--- src/rtl/bts_pkg.sv ---
package bts_pkg;
   typedef enum logic [1:0] {
      STG_CLEAR  = 2'd0,
      STG_FLOAT  = 2'd1,
      STG_RTW    = 2'd2,
      STG_RELOAD = 2'd3
   } stall_e;

   function automatic int idx_width(input int n);
      return (n <= 1) ? 1 : $clog2(n);
   endfunction
endpackage

--- src/rtl/bts_cfg_sel.sv ---
module bts_cfg_sel #(
   parameter int NCS       = 4,
   parameter int CNT_W     = 4,
   parameter bit STRICT_EN = 1'b1,
   localparam int CS_W     = bts_pkg::idx_width(NCS)
) (
   input  logic [NCS*CNT_W-1:0] float_flat,
   input  logic [NCS-1:0]       rd_ctl_vec,
   input  logic [NCS-1:0]       strict_vec,
   input  logic [CS_W-1:0]      sel,
   output logic [CNT_W-1:0]     sel_float,
   output logic                 sel_rd_ctl,
   output logic                 sel_strict
);
   logic [CNT_W-1:0] float_arr [NCS];
   logic             strict_eff [NCS];

   for (genvar c = 0; c < NCS; c++) begin : g_cs
      assign float_arr[c] = float_flat[c*CNT_W +: CNT_W];
      if (STRICT_EN) begin : g_strict
         assign strict_eff[c] = strict_vec[c];
      end else begin : g_nostrict
         assign strict_eff[c] = 1'b0;
      end
   end

   always_comb begin
      sel_float  = '0;
      sel_rd_ctl = 1'b0;
      sel_strict = 1'b0;
      if (int'(sel) < NCS) begin
         sel_float  = float_arr[sel];
         sel_rd_ctl = rd_ctl_vec[sel];
         sel_strict = strict_eff[sel];
      end
   end
endmodule

--- src/rtl/bts_history.sv ---
module bts_history #(
   parameter int CS_W = 2
) (
   input  logic            clk,
   input  logic            rst_n,
   input  logic            rec_en,
   input  logic            rec_write,
   input  logic [CS_W-1:0] rec_cs,
   output logic            last_valid,
   output logic            last_read,
   output logic [CS_W-1:0] last_cs
);
   always_ff @(posedge clk) begin
      if (!rst_n) begin
         last_valid <= 1'b0;
         last_read  <= 1'b0;
         last_cs    <= '0;
      end else if (rec_en) begin
         last_valid <= 1'b1;
         last_read  <= ~rec_write;
         last_cs    <= rec_cs;
      end
   end
endmodule

--- src/rtl/bts_float_timer.sv ---
module bts_float_timer #(
   parameter int CNT_W = 4
) (
   input  logic             clk,
   input  logic             rst_n,
   input  logic             arm,
   input  logic             edge_seen,
   input  logic [CNT_W-1:0] load_val,
   output logic             released
);
   logic             armed_q;
   logic [CNT_W-1:0] cnt_q;

   always_ff @(posedge clk) begin
      if (!rst_n) begin
         armed_q <= 1'b0;
         cnt_q   <= '0;
      end else if (arm) begin
         armed_q <= 1'b1;
         cnt_q   <= '0;
      end else if (armed_q && edge_seen) begin
         armed_q <= 1'b0;
         cnt_q   <= load_val;
      end else if (cnt_q != '0) begin
         cnt_q   <= cnt_q - 1'b1;
      end
   end

   assign released = !armed_q && (cnt_q == '0);
endmodule

--- src/rtl/bts_stall_seq.sv ---
module bts_stall_seq
   import bts_pkg::*;
(
   input  logic clk,
   input  logic rst_n,
   input  logic ext_req,
   input  logic need_float,
   input  logic need_rtw,
   input  logic slow_mode,
   output logic ext_go
);
   logic   slow_q, rld_pend_q, rtw_done_q;
   logic   slow_flip, rld_need;
   stall_e stage;

   assign slow_flip = slow_mode ^ slow_q;
   assign rld_need  = rld_pend_q | slow_flip;

   always_comb begin
      stage = STG_CLEAR;
      if (need_float)                    stage = STG_FLOAT;
      else if (need_rtw && !rtw_done_q)  stage = STG_RTW;
      else if (rld_need)                 stage = STG_RELOAD;
   end

   assign ext_go = ext_req && (stage == STG_CLEAR);

   always_ff @(posedge clk) begin
      if (!rst_n) begin
         slow_q     <= 1'b0;
         rld_pend_q <= 1'b0;
         rtw_done_q <= 1'b0;
      end else begin
         slow_q <= slow_mode;
         if (ext_req && stage == STG_RELOAD) rld_pend_q <= 1'b0;
         else if (slow_flip)                 rld_pend_q <= 1'b1;
         if (!ext_req || ext_go)             rtw_done_q <= 1'b0;
         else if (stage == STG_RTW)          rtw_done_q <= 1'b1;
      end
   end
endmodule

--- src/rtl/bus_turn_sched.sv ---
module bus_turn_sched #(
   parameter int NCS       = 4,
   parameter int CNT_W     = 4,
   parameter bit STRICT_EN = 1'b1,
   localparam int CS_W     = bts_pkg::idx_width(NCS)
) (
   input  logic                 clk,
   input  logic                 rst_n,
   input  logic [NCS*CNT_W-1:0] cfg_float_cyc,
   input  logic [NCS-1:0]       cfg_rd_ctl,
   input  logic [NCS-1:0]       cfg_strict,
   input  logic                 slow_mode,
   input  logic                 rd_strobe_rise,
   input  logic                 cs_rise,
   input  logic                 req_valid,
   input  logic                 req_internal,
   input  logic                 req_write,
   input  logic [CS_W-1:0]      req_cs,
   output logic                 grant
);
   if (NCS < 1) begin : g_chk_ncs
      $error("bus_turn_sched: NCS must be at least 1");
   end
   if (CNT_W < 1 || CNT_W > 16) begin : g_chk_cnt
      $error("bus_turn_sched: CNT_W must lie in 1..16");
   end

   logic            last_valid, last_read;
   logic [CS_W-1:0] last_cs;
   logic [CNT_W-1:0] last_float;
   logic            last_rd_ctl, last_strict;
   logic            ext_req, ext_go, released, edge_seen;
   logic            float_due, need_float, need_rtw, rec_en;

   assign ext_req = req_valid & ~req_internal;
   assign grant   = req_valid & (req_internal | ext_go);
   assign rec_en  = ext_req & ext_go;

   bts_history #(.CS_W(CS_W)) u_hist (
      .clk(clk), .rst_n(rst_n),
      .rec_en(rec_en), .rec_write(req_write), .rec_cs(req_cs),
      .last_valid(last_valid), .last_read(last_read), .last_cs(last_cs)
   );

   bts_cfg_sel #(.NCS(NCS), .CNT_W(CNT_W), .STRICT_EN(STRICT_EN)) u_cfg (
      .float_flat(cfg_float_cyc), .rd_ctl_vec(cfg_rd_ctl),
      .strict_vec(cfg_strict), .sel(last_cs),
      .sel_float(last_float), .sel_rd_ctl(last_rd_ctl), .sel_strict(last_strict)
   );

   assign edge_seen = last_rd_ctl ? rd_strobe_rise : cs_rise;

   bts_float_timer #(.CNT_W(CNT_W)) u_float (
      .clk(clk), .rst_n(rst_n),
      .arm(rec_en & ~req_write), .edge_seen(edge_seen),
      .load_val(last_float), .released(released)
   );

   assign float_due  = last_valid & last_read &
                       (req_write | (req_cs != last_cs) | last_strict);
   assign need_float = float_due & ~released;
   assign need_rtw   = last_valid & last_read & req_write;

   bts_stall_seq u_seq (
      .clk(clk), .rst_n(rst_n), .ext_req(ext_req),
      .need_float(need_float), .need_rtw(need_rtw),
      .slow_mode(slow_mode), .ext_go(ext_go)
   );
endmodule

--- config.mk ---
export PLATFORM = sky130hd
export DESIGN_NAME = bus_turn_sched
export DESIGN_NICKNAME = d
export VERILOG_FILES = /design/src/rtl/bts_pkg.sv /design/src/rtl/bts_cfg_sel.sv /design/src/rtl/bts_history.sv /design/src/rtl/bts_float_timer.sv /design/src/rtl/bts_stall_seq.sv /design/src/rtl/bus_turn_sched.sv
export SDC_FILE = /design/constraint.sdc
export NUM_CORES = 1
export LEC_CHECK = 0
export BUFFER_PORTS_ARGS = -buffer_cell sky130_fd_sc_hd__buf_4
export CORE_MARGIN = 1.5
export CORE_UTILIZATION = 46
export DETAILED_ROUTE_END_ITERATION = 8
export PLACE_DENSITY = 0.77
export SLEW_MARGIN = 20
export SYNTH_ARGS = -nofsm -noshare
export SYNTH_HDL_FRONTEND = slang
export SYNTH_SLANG_ARGS = --single-unit
--- constraint.sdc ---
create_clock -name clk -period 2.6 [get_ports clk]
set_clock_uncertainty 0.1 [all_clocks]
set_input_delay 0.39 -clock clk [delete_from_list [all_inputs] [get_ports clk]]
set_output_delay 0.39 -clock clk [all_outputs]
set_load 0.02 [all_outputs]
**After elaboration in Yosys (flattened, before gate mapping)**

Cells that the tools add are included.

- Bits in registers: 12

- Mux-type cells: 16
- Bitwise logic cells: 18
- Eq/ne operators: 3
- Magnitude comparators: 2
- $add $sub $neg: 1
- Reductions and logical operators: 17

Operator list:

| kind | count |
|---|---|
| two-way mux 4 bit | 4 |
| AND 1 bit | 8 |
| binary-select mux 4 bit (select 2 bit) | 1 |
| two-way mux 1 bit | 6 |
| two-way mux 2 bit | 3 |
| OR reduction 2 bit | 3 |
| logical AND 1 bit | 5 |
| binary-select mux 1 bit (select 2 bit) | 2 |
| == test 2 bit, second input constant | 2 |
| logical NOT 4 bit | 1 |
| NOT 1 bit | 4 |
| bitwise OR 1 bit | 4 |
| nonzero test 2 bit | 2 |
| nonzero test 4 bit | 1 |
| subtractor 4 x 1 -> 4 bit, second input constant | 1 |
| greater-or-equal comparator 3 bit, second input constant | 1 |
| logical NOT 1 bit | 3 |
| < comparator 2 x 3 -> 1 bit, second input constant | 1 |
| NOT 2 -> 3 bit | 1 |
| logical NOT 2 bit | 1 |
| != test 2 bit | 1 |
| logical OR 1 bit | 1 |
| XOR 1 bit | 1 |

**Depth between registers and ports, before layout**

Gate-level depths: netlist of run 1.

- Depth in word-level cells: 13
- Depth in mapped cells: 6
- Mapped depth without buffers: 6

**By module**

Synthesis of run 1 repeated with hierarchy kept, for this count alone.

- Cells, all modules: 72
- Area, all modules: 759.5 um^2

By module, submodules not included:

| module | cells each | area each (um^2) | times used |
|---|---|---|---|
| bts_float_timer | 29 | 266.5 | 1 |
| bts_cfg_sel | 7 | 146.4 | 1 |
| bts_history | 11 | 133.9 | 1 |
| bts_stall_seq | 14 | 132.6 | 1 |
| bus_turn_sched | 11 | 80.1 | 1 |

**Least setup slack after synthesis of run 1**

No wires, ideal clock.

- Path kind: register to output
- Start point: register u_hist.last_cs[0]
- End point: output port grant
- Data arrival time: 1.816 ns
- Data required time: 2.110 ns
- Stages on the path, launching flop included: 6
- Path slack: 0.294 ns
- Cells stage by stage: dfxtp_1 -> buf_6 -> mux4_2 -> or4_4 -> a21oi_1 -> o21a_1

- Longest elaborated chain between the ends: 12

Ends and longest elaborated chain:

| item | line | RTL |
|---|---|---|
| start, declared | bts_history.sv:11 | `output logic [CS_W-1:0] last_cs` |
| start signal, assigned | bts_history.sv:21 | `last_cs <= rec_cs;` |
| NOT 2 -> 3 bit (not written as such) | bts_cfg_sel.sv:34 | `sel_strict = strict_eff[sel];` |
| binary-select mux 1 bit (select 2 bit) | bts_cfg_sel.sv:34 |  |
| two-way mux 1 bit (not written as such) (2 in a row) | bts_cfg_sel.sv:34 |  |
| bitwise OR 1 bit * | bus_turn_sched.sv:60 | `(req_write \| (req_cs != last_cs) \| last_strict);` |
| AND 1 bit * | bus_turn_sched.sv:59 | `assign float_due = last_valid & last_read &` |
| AND 1 bit * | bus_turn_sched.sv:61 | `assign need_float = float_due & ~released;` |
| two-way mux 2 bit * | bts_stall_seq.sv:21 | `if (need_float) stage = STG_FLOAT;` |
| logical NOT 2 bit * | bts_stall_seq.sv:26 | `assign ext_go = ext_req && (stage == STG_CLEAR);` |
| logical AND 1 bit * | bts_stall_seq.sv:26 |  |
| bitwise OR 1 bit * | bus_turn_sched.sv:36 | `assign grant = req_valid & (req_internal \| ext_go);` |
| AND 1 bit * | bus_turn_sched.sv:36 |  |
| end, declared | bus_turn_sched.sv:19 | `output logic grant` |

Mark *: on every way between the ends. The rest lies on a longest branch, timed or not. The select of a mux whose other input is x is not followed.

**Worst setup path after layout of run 1**

Ends and elaborated chain as after synthesis.

==> key figures, run 1 <==
Placement
  – Gp weighted congestion: 0.695
  – Post-DP HPWL: 1470 µm
  – Port bufs: 34
  – Placed cell count: 138
  – DP Worst Slack: 0.219 ns

Synth
  – Sequential fraction of the synthesis area: 0.287
  – Area fraction of the dominant cell type after synthesis: 0.287
  – Post-synth cell types: 27
  – Synth area leaders: dfxtp_1, mux4_2, mux2i_1
  – Synth warnings: 0
  – Cell area after synthesis: 838 µm²
  – Top post-synthesis cells by count: dfxtp_1, nand2_1, mux2i_1, mux4_2
  – Yosys top cell by area: dfxtp_1
  – Most common cell in the synthesized netlist: dfxtp_1
  – Syn avg cell area: 10.5 µm²
  – Cell count after synthesis: 80
  – Main synth FF type: dfxtp_1
  – Mapped Nets: 116
  – Flops & latches, synth: 12
  – Async SR Flop Fraction: 0
  – Post-synth EDFFs: 0

Global route
  – First-pass GRT wire length: 2730 µm
  – Number of global-route vias before repair: 669
  – Global route overflow: 0
  – GRT Total Usage: 0.183
  – Largest net degree at the start of global routing: 16
  – Initial antenna violation count: 0

Final layout
  – Layout cells sized above 1: 0.470
  – Fin nets: 154
  – Finished Core Util: 0.679
  – P&R area growth vs syn: 39.9%
  – Ant diodes: 0
  – Fill cells: 140
  – Layout Cells excl Fill: 142

Timing
  – Period utilization: 0.958
  – Setup TNS: 0 ns
  – Slew @ Worst Pin: 0.381 ns
  – Finish-stage setup viols: 0
  – RSZ-0062 raised after global routing: no
  – Final Critical Period: 2.49 ns
  – Final worst slack: 0.110 ns
  – Peak Freq: 402 MHz
  – Final Hold Fails: 0
  – Slew headroom: 0.745
  – Max-slew violations: 0

Route
  – Final ANT Viol Nets: 0
  – Residual DRC: 0
  – Total Routed Length: 1760 µm
  – Drt first pass iters: 4
  – Top layer in use: met4
  – Met2 WL post-DR: 919 µm
  – Vias per cell: 5.17
  – DR iter-0 viols: 14
  – Vias: 734
  – DR WL/cell: 12.4 µm
  – WL met1: 754 µm
  – DR WL met3: 74 µm

Clocking
  – Clock sink total: 12
  – Clk pin slew, worst setup/hold paths: 0.08 ns
  – TritonCTS clock tree: done
  – Skew-Pair Late Insertion Delay: 0.27 ns
  – Hold_buf cts: 0
  – Root buffer cell: clkbuf_4
  – Clock Tree Buf Depth: 2
  – H-tree levels: 1
  – TritonCTS Buffers: 3
  – Post-CTS setup buffers: 0

Floorplan
  – Initial Util: 0.486
  – IO Pins: 35
  – Die Area: 0.00209 mm²
  – DIE HEIGHT: 45.7 µm
  – Die width: 45.7 µm
  – Core Area: 0.00173 mm²
  – FP Rows: 15

Pwr
  – Lkg Pwr: 0.466 nW
  – P per Cell Area: 591 mW/mm²
  – Peak VDD IR: 0.337 mV
  – Total power: 0.693 mW

Worst setup path
  – Crit Reg-Reg Startpoint: u_hist.last_cs[0]$_SDFFE_PN0P_
  – Worst-path maximum fanout: 4
  – Type of the worst setup path: flop to primary output
  – CP Cell Sequence: mux4_2 -> or4_4 -> a21oi_2 -> o21a_1 -> buf_4
  – Startpoint class of the critical path: flop
  – Worst path buffer plus inverter count: 1
  – R2R Path End: u_float.cnt_q[2]$_SDFFE_PP0P_
  – Worst Reg-to-Reg Cells: 5
  – Endpoint class of the critical path: primary output
  – Slowest cell on the critical path: mux4_2
  – Crit-path max cell delay: 0.48 ns
  – Worst reg-to-reg setup slack: 0.69 ns
  – Critical Path RT: 2.11 ns
  – Crit path DAT: 2.00 ns
  – Worst path top cell family by delay: multiplexers

Outcome
  – Outcome: finished, final reports clean

Min path
  – Worst hold start: slow_mode
  – Hold Path Class: input pin to flop
  – Hold depth: 2
  – WHS Endpoint: u_seq.slow_q$_SDFF_PN0_

Job
  – Max_cap viols: 0
==> per-stage QoR <==
step	instance area, µm²	hold slack [ns]
6_report	1170	0.241
2_1_floorplan	838	0.342
3_5_place_dp	1120	0.364
4_1_cts	1160	0.235
5_1_grt	1170	0.235
3_3_place_gp	1120	0.355
==> sequential cells by signal, indices dropped and copies added, names as in the netlist <==
name,cells
u_float.armed_q,1
u_float.cnt_q,4
u_hist.last_cs,2
u_hist.last_read,1
u_hist.last_valid,1
u_seq.rld_pend_q,1
u_seq.rtw_done_q,1
u_seq.slow_q,1
==> logic make-up (layout without fill, tap and decap cells) <==
family          Yosys count  in the layout  synth area share
compound gates           10             10             0.104
xor+xnor                  4              4            0.0418
fa+ha+maj                 2              2            0.0298
buf+inv                   5             42            0.0313
flops                    12             12             0.287
mux                      14             14             0.273
simple gates             33             33             0.233
==> report_power, final <==
part / total (mW) / internal, mW / switching [mW]
Combinational: 0.302 / 0.174 / 0.128
Sequential: 0.245 / 0.216 / 0.0293
Clock: 0.146 / 0.0850 / 0.0611
==> metal layers <==
layer,vias up,GRT usage
met2,21,0.324
met3,2,0.0357
met1,342,0.216
met4,0,0.0686
li1,369,-
met5,-,0
==> worst max path at each step <==
stage / start / end / slack [ns] / cells past startpoint
6_report: u_hist.last_cs[0]$_SDFFE_PN0P_ / grant / 0.11 / 5
5_1_grt: u_hist.last_cs[0]$_SDFFE_PN0P_ / grant / 0.03 / 5
4_1_cts: u_float.cnt_q[0]$_SDFFE_PP0P_ / grant / 0.02 / 7
3_5_place_dp: cfg_strict[3] / grant / 0.22 / 6
3_3_place_gp: cfg_strict[3] / grant / 0.24 / 6
2_1_floorplan: u_hist.last_cs[0]$_SDFFE_PN0P_ / grant / 0.29 / 5
==> layout make-up <==
type | count | area [µm²] | area share
clock buffer | 4 | 36.3 | 0.0309
tap | 25 | 31.3 | 0.0267
inverter | 2 | 7.51 | 0.00640
sequential | 12 | 241 | 0.206
multi-input combinational | 63 | 586 | 0.499
timing repair buffer | 36 | 270 | 0.231
==> layout by cell type, fill, tap and decap left out, types with 3 or more instances in the layout <==
cell / n
buf_4: 36
nand2_1: 11
dfxtp_1: 11
mux4_2: 6
mux2i_1: 6
nor2b_1: 5
nor3b_1: 5
o21a_1: 3
nor3_1: 3
clkbuf_4: 3
==> worst reg2reg max path, stage by stage, from the launching register on <==
cell	delay, ns
dfxtp_2	0.34
buf_4	0.18
mux4_2	0.56
mux2i_4	0.24
nor2b_1	0.14
nor4b_1	0.25
==> repair_timing <==
item | in CTS | in global routing
resized for setup | 1 | 3
endpoints found under the setup margin | 1 | 1
pin swaps | 0 | 0
endpoints found under the hold margin | 0 | 0
(Power assumes the default switching activity.)
==> run 2, diff against run 1 <==
Settings changed: CELL_PAD_IN_SITES_DETAIL_PLACEMENT set to 1, CELL_PAD_IN_SITES_GLOBAL_PLACEMENT set to 2, CORE_UTILIZATION 46 to 27, PLACE_DENSITY 0.77 to 0.76.
==> key figures, run 2 (synthesis results as in run 1) <==
Clocking
  – TritonCTS Buffers: 3 (unchanged)
  – Root buffer cell: clkbuf_4
  – Clk pin slew, worst setup/hold paths: 0.08 ns (about the same)
  – H-tree levels: 1 (unchanged)
  – Clock sink total: 12 (unchanged)
  – Skew-Pair Late Insertion Delay: 0.28 ns (about the same)
  – TritonCTS clock tree: done
  – Hold_buf cts: 0 (unchanged)
  – Clock Tree Buf Depth: 2 (unchanged)

Pwr
  – Peak VDD IR: 0.184 mV (-45%)
  – Clk pwr share: 0.214 (+0.003)
  – Sw power: 0.229 mW (+4.9%)
  – Seq pwr share: 0.351 (-0.002)
  – Lkg Pwr: 0.468 nW (+0.35%)
  – Combinational power share: 0.435 (about the same)
  – Internal: 0.475 mW (about the same)
  – P per Cell Area: 592 mW/mm² (+0.12%)
  – Switch share: 0.325 (+0.0103)

Global route
  – Global route overflow: 0 (unchanged)
  – First-pass GRT wire length: 3530 µm (+29%)
  – Number of global-route vias before repair: 793 (+19%)
  – Largest net degree at the start of global routing: 16 (unchanged)
  – Initial antenna violation count: 0 (unchanged)
  – GRT Total Usage: 0.133 (-0.0501)

Timing
  – Finish-stage setup viols: 0 (unchanged)
  – Peak Freq: 400 MHz (-0.33%)
  – Final worst slack: 0.102 ns (-0.00824 ns)
  – Setup TNS: 0 ns (unchanged)
  – Slew @ Worst Pin: 0.437 ns (+0.0551 ns)
  – RSZ-0062 raised after global routing: no
  – Slew headroom: 0.709 (-0.0362)
  – Final Critical Period: 2.50 ns (+0.00823 ns)
  – Final Hold Fails: 0 (unchanged)
  – Period utilization: 0.961 (+0.00317)
  – Max-slew violations: 0 (unchanged)

Placement
  – Placed cell count: 146 (+5.8%)
  – Gp weighted congestion: 0.713 (+2.6%)
  – Post-DP HPWL: 1730 µm (+18%)
  – Port bufs: 34 (unchanged)
  – DP Worst Slack: 0.207 ns (-0.0123 ns)

Final layout
  – Max reg flops: 4 (unchanged)
  – P&R area growth vs syn: 41.9%
  – Fin nets: 154 (unchanged)
  – Layout Cells excl Fill: 150 (+5.6%)
  – Finished Core Util: 0.396 (-0.283)
  – Most flop-heavy register: u_float.cnt_q
  – Most common cell after layout, fill and taps aside: buf_4
  – Commonest cells after routing, fill and taps aside: buf_4, nand2_1, dfxtp_1
  – Ant diodes: 0 (unchanged)
  – Top flop regs: u_float.cnt_q: 4 flops, u_hist.last_cs: 2 flops
  – Layout cells sized above 1: 0.470 (unchanged)

Outcome
  – Outcome: finished, final reports clean

Worst setup path
  – Worst path top cell family by delay: multiplexers
  – Crit-path max cell delay: 0.49 ns (about the same)
  – CP Cell Sequence: mux4_2 -> or4_4 -> a21oi_4 -> o21a_1 -> buf_4
  – Crit Reg-Reg Startpoint: u_hist.last_cs[0]$_SDFFE_PN0P_
  – Worst path buffer plus inverter count: 1 (unchanged)
  – Worst-path maximum fanout: 4 (unchanged)
  – Type of the worst setup path: flop to primary output
  – Worst Reg-to-Reg Cells: 5 (unchanged)
  – Stages on the worst setup path: 5 (unchanged)
  – Critical Path RT: 2.11 ns (about the same)
  – R2R Path End: u_float.cnt_q[2]$_SDFFE_PP0P_
  – Worst reg-to-reg setup slack: 0.64 ns (-0.05 ns)
  – Startpoint class of the critical path: flop
  – Crit path DAT: 2.01 ns (about the same)
  – Endpoint class of the critical path: primary output
  – Slowest cell on the critical path: mux4_2

Route
  – Drt first pass iters: 4 (unchanged)
  – Final ANT Viol Nets: 0 (unchanged)
  – DR WL/cell: 14.0 µm (+13%)
  – Vias per cell: 4.91 (-4.9%)
  – Total Routed Length: 2100 µm (+19%)
  – DR iter-0 viols: 22 (+8)
  – Residual DRC: 0 (unchanged)
  – Vias: 737 (+0.41%)

Floorplan
  – DIE HEIGHT: 58.7 µm (+29%)
  – Die width: 58.7 µm (+29%)
  – FP Rows: 20 (+5)
  – Core Area: 0.00300 mm² (+74%)
  – Initial Util: 0.279 (-0.206)
  – Die Area: 0.00345 mm² (+65%)
  – IO Pins: 35 (unchanged)

Min path
  – Hold Path Class: input pin to flop
  – Worst hold start: slow_mode
  – Hold depth: 2 (unchanged)
  – WHS Endpoint: u_seq.slow_q$_SDFF_PN0_

Job
  – Max_cap viols: 0 (unchanged)
[run 2: cell count changes in the layout (fill, tap and decap cells not counted)]
cell / previous run / this run
a21oi_2: 2 / 1
a21oi_4: 2 / 3
[run 2: metal layers]
metal	vias up	global-route usage	routed length, µm
met5	-	0	0
met3	2	0.0198	38
met2	10	0.225	1120
li1	367	-	-
met4	0	0.0487	19
met1	358	0.170	919
[run 2: worst register-to-register path, cell delays in order (launching register included)]
cell	delay (ns)
dfxtp_2	0.34
buf_4	0.18
mux4_2	0.56
mux2i_4	0.32
nor3_1	0.12
nor4b_1	0.24
[run 2: final cells by class]
class	instances	area, µm²
flip-flops and latches	12	241
fillers	353	1810
well taps	33	41.3
multi-input cells	63	593
inverters	2	7.51
repair buffers	36	270
clock buffers	4	36.3
[run 2: worst max-delay path by stage]
stage	start	to	slack, ns
6_report	u_hist.last_cs[0]$_SDFFE_PN0P_	grant	0.10
5_1_grt	u_hist.last_cs[0]$_SDFFE_PN0P_	grant	0.02
3_3_place_gp	cfg_strict[3]	grant	0.21
4_1_cts	u_hist.last_cs[0]$_SDFFE_PN0P_	grant	0.04
3_5_place_dp	cfg_strict[3]	grant	0.21
2_1_floorplan	u_hist.last_cs[0]$_SDFFE_PN0P_	grant	0.29
[run 2: repair_timing]
action / in CTS / in global routing
setup endpoints to repair: 1 / 1
buffers inserted: 0 / 0
resized for setup: 2 / 3
[run 2: stage by stage]
| step | total power [mW] | hold slack (ns) | cell area, µm² |
|---|---|---|---|
| 2_1_floorplan | 0.459 | 0.342 | 838 |
| 3_3_place_gp | 0.540 | 0.356 | 1130 |
| 3_5_place_dp | 0.548 | 0.372 | 1130 |
| 4_1_cts | 0.708 | 0.231 | 1170 |
| 5_1_grt | 0.757 | 0.225 | 1190 |
| 6_report | 0.705 | 0.235 | 1190 |
[run 2: power by group through the flow]
stage | logic (mW) | clock network, mW | registers, mW
detailed placement | 0.299 | 0 | 0.249
finish | 0.307 | 0.151 | 0.247
global placement | 0.293 | 0 | 0.248
CTS | 0.307 | 0.156 | 0.244
floorplan | 0.218 | 0 | 0.241
global route | 0.343 | 0.163 | 0.251
